==> config.mk <==
export PLATFORM = sky130hd
export DESIGN_NAME = ictl_top
export DESIGN_NICKNAME = d
export VERILOG_FILES = /design/src/rtl/ictl_pkg.sv /design/src/rtl/ictl_phase_seq.sv /design/src/rtl/ictl_instr_reg.sv /design/src/rtl/ictl_decoder.sv /design/src/rtl/ictl_pc_unit.sv /design/src/rtl/ictl_top.sv
export SDC_FILE = /design/constraint.sdc
export NUM_CORES = 1
export LEC_CHECK = 0
export BUFFER_PORTS_ARGS = -buffer_cell sky130_fd_sc_hd__buf_2
export CORE_ASPECT_RATIO = 0.6
export CORE_MARGIN = 8
export CORE_UTILIZATION = 42
export CTS_CLUSTER_SIZE = 24
export DETAILED_ROUTE_END_ITERATION = 8
export PLACE_DENSITY_LB_ADDON = 0.12
export REMOVE_ABC_BUFFERS = 1
export SYNTH_ARGS = -nofsm -noshare
export SYNTH_HDL_FRONTEND = slang
export SYNTH_SLANG_ARGS = --single-unit
==> constraint.sdc <==
create_clock -name clk -period 1.8 [get_ports clk]
set_input_delay 0.09 -clock clk [delete_from_list [all_inputs] [get_ports clk]]
set_output_delay 0.09 -clock clk [all_outputs]
set_load 0.05 [all_outputs]
==> src/rtl/ictl_pkg.sv <==
package ictl_pkg;

    localparam int OPC_W   = 5;
    localparam int NIB_W   = 4;
    localparam int INSTR_W = OPC_W + NIB_W;
    localparam int ALU_OPS = 15;

    localparam logic [OPC_W-1:0] OPC_PORT_WR = 5'd16;
    localparam logic [OPC_W-1:0] OPC_PORT_RD = 5'd17;
    localparam logic [OPC_W-1:0] OPC_RF_WR   = 5'd18;
    localparam logic [OPC_W-1:0] OPC_RF_RD   = 5'd19;

    typedef enum logic [1:0] {
        PH_FETCH  = 2'd0,
        PH_DECODE = 2'd1,
        PH_EXEC   = 2'd2
    } phase_e;

    typedef struct packed {
        logic [ALU_OPS-1:0] alu;
        logic               port_wr;
        logic               port_rd;
        logic               rf_wr;
        logic               rf_rd;
    } strobe_t;

    localparam int STB_W = $bits(strobe_t);

    function automatic strobe_t decode_opcode(input logic [OPC_W-1:0] opc);
        strobe_t s;
        s = '0;
        for (int k = 1; k <= ALU_OPS; k++) begin
            if (opc == k[OPC_W-1:0]) s.alu[k-1] = 1'b1;
        end
        unique case (opc)
            OPC_PORT_WR: s.port_wr = 1'b1;
            OPC_PORT_RD: s.port_rd = 1'b1;
            OPC_RF_WR:   s.rf_wr   = 1'b1;
            OPC_RF_RD:   s.rf_rd   = 1'b1;
            default:     ;
        endcase
        return s;
    endfunction

    function automatic phase_e next_phase(input phase_e ph, input logic valid);
        phase_e n;
        case (ph)
            PH_FETCH:  n = valid ? PH_DECODE : PH_FETCH;
            PH_DECODE: n = PH_EXEC;
            default:   n = PH_FETCH;
        endcase
        return n;
    endfunction

endpackage

==> src/rtl/ictl_phase_seq.sv <==
module ictl_phase_seq
    import ictl_pkg::*;
(
    input  logic   clk,
    input  logic   rst,
    input  logic   data_valid,
    output phase_e phase_o,
    output logic   capture_o,
    output logic   decode_o,
    output logic   exec_o
);
    phase_e phase_q;

    always_ff @(posedge clk) begin
        if (rst) phase_q <= PH_FETCH;
        else     phase_q <= next_phase(phase_q, data_valid);
    end

    assign phase_o   = phase_q;
    assign capture_o = (phase_q == PH_FETCH) && data_valid;
    assign decode_o  = (phase_q == PH_DECODE);
    assign exec_o    = (phase_q == PH_EXEC);
endmodule

==> src/rtl/ictl_instr_reg.sv <==
module ictl_instr_reg
    import ictl_pkg::*;
#(
    parameter int DATA_W = 16,
    parameter int ADDR_W = 8
) (
    input  logic               clk,
    input  logic               rst,
    input  logic               load,
    input  logic [INSTR_W-1:0] instr_in,
    input  logic [DATA_W-1:0]  data_in,
    output logic [OPC_W-1:0]   opcode_o,
    output logic [NIB_W-1:0]   nibble_o,
    output logic [ADDR_W-1:0]  target_o
);
    logic [INSTR_W-1:0] ir_q;
    logic [ADDR_W-1:0]  tgt_q;

    always_ff @(posedge clk) begin
        if (rst) begin
            ir_q  <= '0;
            tgt_q <= '0;
        end else if (load) begin
            ir_q  <= instr_in;
            tgt_q <= data_in[ADDR_W-1:0];
        end
    end

    assign opcode_o = ir_q[INSTR_W-1:NIB_W];
    assign nibble_o = ir_q[NIB_W-1:0];
    assign target_o = tgt_q;
endmodule

==> src/rtl/ictl_decoder.sv <==
module ictl_decoder
    import ictl_pkg::*;
(
    input  logic             clk,
    input  logic             rst,
    input  logic             dec_en,
    input  logic             exec,
    input  logic [OPC_W-1:0] opcode,
    output strobe_t          strobe_o
);
    strobe_t dec_q;

    always_ff @(posedge clk) begin
        if (rst)         dec_q <= '0;
        else if (dec_en) dec_q <= decode_opcode(opcode);
    end

    assign strobe_o = exec ? dec_q : '0;
endmodule

==> src/rtl/ictl_pc_unit.sv <==
module ictl_pc_unit #(
    parameter int ADDR_W = 8
) (
    input  logic              clk,
    input  logic              rst,
    input  logic              advance,
    input  logic              br_take,
    input  logic [ADDR_W-1:0] target,
    output logic [ADDR_W-1:0] addr_o
);
    logic [ADDR_W-1:0] pc_q;
    logic [ADDR_W-1:0] addr_q;
    logic [ADDR_W-1:0] pc_next;

    assign pc_next = br_take ? target : pc_q + ADDR_W'(1);

    always_ff @(posedge clk) begin
        if (rst) begin
            pc_q   <= '0;
            addr_q <= '0;
        end else if (advance) begin
            pc_q   <= pc_next;
            addr_q <= pc_next;
        end
    end

    assign addr_o = addr_q;
endmodule

==> src/rtl/ictl_top.sv <==
module ictl_top
    import ictl_pkg::*;
#(
    parameter int DATA_W = 16,
    parameter int ADDR_W = 8
) (
    input  logic              clk,
    input  logic              rst,
    input  logic [8:0]        instr_in,
    input  logic [DATA_W-1:0] data_in,
    input  logic              data_valid,
    input  logic              br_take,
    output logic [ADDR_W-1:0] mem_addr,
    output logic [14:0]       alu_stb,
    output logic              port_wr_stb,
    output logic              port_rd_stb,
    output logic              rf_wr_stb,
    output logic              rf_rd_stb,
    output logic [3:0]        nibble,
    output logic              ready
);
    phase_e           phase_q;
    logic             capture;
    logic             decode;
    logic             exec;
    logic [OPC_W-1:0] opcode;
    logic [ADDR_W-1:0] target;
    strobe_t          stb;

    ictl_phase_seq u_seq (
        .clk(clk), .rst(rst), .data_valid(data_valid),
        .phase_o(phase_q), .capture_o(capture), .decode_o(decode), .exec_o(exec)
    );

    ictl_instr_reg #(.DATA_W(DATA_W), .ADDR_W(ADDR_W)) u_ir (
        .clk(clk), .rst(rst), .load(capture),
        .instr_in(instr_in), .data_in(data_in),
        .opcode_o(opcode), .nibble_o(nibble), .target_o(target)
    );

    ictl_decoder u_dec (
        .clk(clk), .rst(rst), .dec_en(decode), .exec(exec),
        .opcode(opcode), .strobe_o(stb)
    );

    ictl_pc_unit #(.ADDR_W(ADDR_W)) u_pc (
        .clk(clk), .rst(rst), .advance(exec), .br_take(br_take),
        .target(target), .addr_o(mem_addr)
    );

    assign alu_stb     = stb.alu;
    assign port_wr_stb = stb.port_wr;
    assign port_rd_stb = stb.port_rd;
    assign rf_wr_stb   = stb.rf_wr;
    assign rf_rd_stb   = stb.rf_rd;
    assign ready       = exec;
endmodule

==> results.sh <==
export IMPL_r2r_setup_slack_ps=310
export IMPL_max_vdd_ir_drop_mv=0.4446
export IMPL_dr_first_iter_drc_count=135
export IMPL_netlist_instances=215
export IMPL_cts_setup_buffers=0
export IMPL_layout_common_cells="buf_2, dfxtp_1, nor2_1"
export IMPL_synth_compound_area_share_pct=13.62
export IMPL_nets=297
export IMPL_grt_pass1_vias=1660
export IMPL_worst_slack_ps=116.6
export IMPL_critPathLaunchType="flop"
export IMPL_whs_path_depth=3
export IMPL_area_growth_pct=22.17
export IMPL_setup_worst_path_class="reg2out"
export IMPL_grt_max_degree=49
export IMPL_n_fill_cell=444
export IMPL_num_rows=19
export IMPL_synth_xor_area_share_pct=0
export IMPL_portBuffers=52
export IMPL_r2r_start="u_seq.phase_o[0]$_SDFF_PP0_"
export IMPL_cts_tree="done"
export IMPL_relSlewSlack_pct=56.83
export IMPL_async_flop_share_pct=0
export IMPL_dieArea_um2=7308
export IMPL_cts_root_buf="clkbuf_8"
export IMPL_place_ws_ps=247.7
export IMPL_grt_pass1_wl_um=8369
export IMPL_dp_hpwl_um=3584
export IMPL_chipWidth_um=105.2
export IMPL_clk_path_buf_depth=2
export IMPL_drc=0
export IMPL_dieHeight_um=69.50
export IMPL_synth_flop_cell="dfxtp_1"
export IMPL_hold_path_class="in2reg"
export IMPL_synth_fa_ha_area_share_pct=0.6246
export IMPL_htree_levels=2
export IMPL_maxCapViolCount=0
export IMPL_grt_usage_pct=13.85
export IMPL_min_from="instr_in[1]"
export IMPL_yosysWarningCount=0
export IMPL_finClkSkew_ps=4.303
export IMPL_grt_overflow_total=0
export IMPL_fin_total_pwr_uw=2081
export IMPL_io_pins=61
export IMPL_antenna_found_initial=0
export IMPL_firstDrtPassIters=4
export IMPL_cp_end_kind="output port"
export IMPL_fmax_ghz=0.5940
export IMPL_drive_above_1_share_pct=28.36
export IMPL_ys_seq_area_share_pct=45.97
export IMPL_avgSynthCellArea_um2=9.317
export IMPL_worstMarginPinSlew_ps=647.5
export IMPL_synth_edff_count=0
export IMPL_synthSimpleGateAreaFrac_pct=25.92
export IMPL_post_route_period_util_pct=93.52
export IMPL_rsz0062_at_grt="no"
export IMPL_cp_max_fo=14
export IMPL_syn_cell_area_um2=2003
export IMPL_design_core_area_um2=4588
export IMPL_clk_pin_slew_worst_paths_ps=90
export IMPL_synth_cell_types=36
export IMPL_layout_cells_most_common="buf_2"
export IMPL_finalWirelength_um=4920
export IMPL_muxShareOfSynthArea_pct=9.557
export IMPL_fin_crit_ps=1683
export IMPL_place_gp_congestion=0.7195
export IMPL_min_to="u_ir.ir_q[1]$_SDFFE_PP0P_"
export IMPL_r2r_end="u_pc.pc_q[3]$_SDFFE_PP0P_"
export IMPL_synth_top_family_by_area="simple AND/OR/NAND/NOR gates"
export IMPL_ant_nets=0
export IMPL_r2r_cells=4
export IMPL_cts_sinks=46
export IMPL_status="finished clean"
export IMPL_p_leak_uw=0.001056
export IMPL_vias=1697
export IMPL_slew_violations=0
export IMPL_numCtsBuffers=5
export IMPL_hold_viol_final=0
export IMPL_powerDensity_nw_per_um2=850.3
export IMPL_start_util_pct=43.66
export IMPL_viasPerCell=5.127
export IMPL_worstPathArrival_ps=1590
export IMPL_crit_required_ps=1710
export IMPL_wl_per_cell_um=14.86
export IMPL_synth_seq_cells=46
export IMPL_setup_viol=0
export IMPL_clk_latency_ps=300
export IMPL_diodes=0
report_power, final:
group,internal (uW),switching (uW)
logic,86.7,136
clock network,413,364
registers,1050,30.2
Yosys cell counts (4+ instances only):
cell / number / share of area, %
a22oi_1: 19 / 7.1
a21oi_1: 5 / 1.2
clkbuf_1: 9 / 1.7
nand2_1: 4 / 0.75
nor2_1: 40 / 7.5
dfxtp_1: 46 / 46
and2_1: 20 / 6.2
nor3b_1: 5 / 1.9
mux2i_1: 18 / 9.0
flip-flops by register name (all words and copies together) (netlist names):
name / cells
u_dec.dec_q: 19
u_ir.ir_q: 9
u_pc.pc_q: 8
u_seq.phase_o: 2
u_ir.target_o: 8
timing repair:
item | in CTS | in global routing
gates resized for setup | 0 | 3
endpoints found under the setup margin | 0 | 19
hold buffers | 0 | 0
per-stage QoR:
stage	util, %	hold slack [ps]	TNS, ps	instances	instance area (um2)
finish	53.34	21.93	0	331	2447
global placement	50.75	321.7	0	323	2328
floorplan	-	159.1	-16400	200	1924
global route	53.34	18.51	0	331	2447
CTS	53.23	13.47	0	331	2442
detailed placement	50.75	336.5	0	323	2328
layout make-up:
| type | instances | area, um2 | share of cell area, % |
|---|---|---|---|
| Multi-Input combinational cell | 152 | 1001 | 40.90 |
| Sequential cell | 46 | 923.4 | 37.73 |
| Timing Repair Buffer | 60 | 322.8 | 13.19 |
| Tap cell | 63 | 78.83 | 3.221 |
| Clock buffer | 5 | 68.82 | 2.812 |
| Clock inverter | 3 | 45.04 | 1.840 |
| Inverter | 2 | 7.507 | 0.3067 |
layer usage:
metal / global-route usage (%) / wire, um / vias to the layer above / share of wire (%)
met5: 0 / 0 / - / 0
met4: 4.717 / 48 / 0 / 0.98
met3: 5.195 / 358 / 5 / 7.3
met2: 18.53 / 1902 / 52 / 39
met1: 19.48 / 2610 / 765 / 53
li1: - / - / 875 / -
logic make-up after synthesis:
kind of cell,after synthesis
DFF,46
and+or+nand+nor,94
AOI/OAI and AO/OA,38
adders and majority gates,1
buffers and inverters,17
muxes,19
critical path: stages, from the launching register on:
cell,delay [ps]
dfxtp_2,370
nand2b_1,210
inv_1,120
buf_4,190
and2_1,140
buf_2,260
worst max path at each step:
| stage | slack, ps | end | cells after the start | startpoint |
|---|---|---|---|---|
| floorplan | -910 | u_ir.ir_q[0]$_SDFFE_PP0P_ | 3 | u_seq.phase_o[1]$_SDFF_PP0_ |
| CTS | 10 | alu_stb[4] | 5 | u_seq.phase_o[1]$_SDFF_PP0_ |
| finish | 120 | alu_stb[4] | 5 | u_seq.phase_o[0]$_SDFF_PP0_ |
| global route | 3 | alu_stb[4] | 5 | u_seq.phase_o[0]$_SDFF_PP0_ |
| detailed placement | 250 | u_pc.pc_q[3]$_SDFFE_PP0P_ | 4 | u_seq.phase_o[1]$_SDFF_PP0_ |
| global placement | 310 | u_pc.pc_q[3]$_SDFFE_PP0P_ | 4 | u_seq.phase_o[1]$_SDFF_PP0_ |
(Power assumes the default switching activity.)
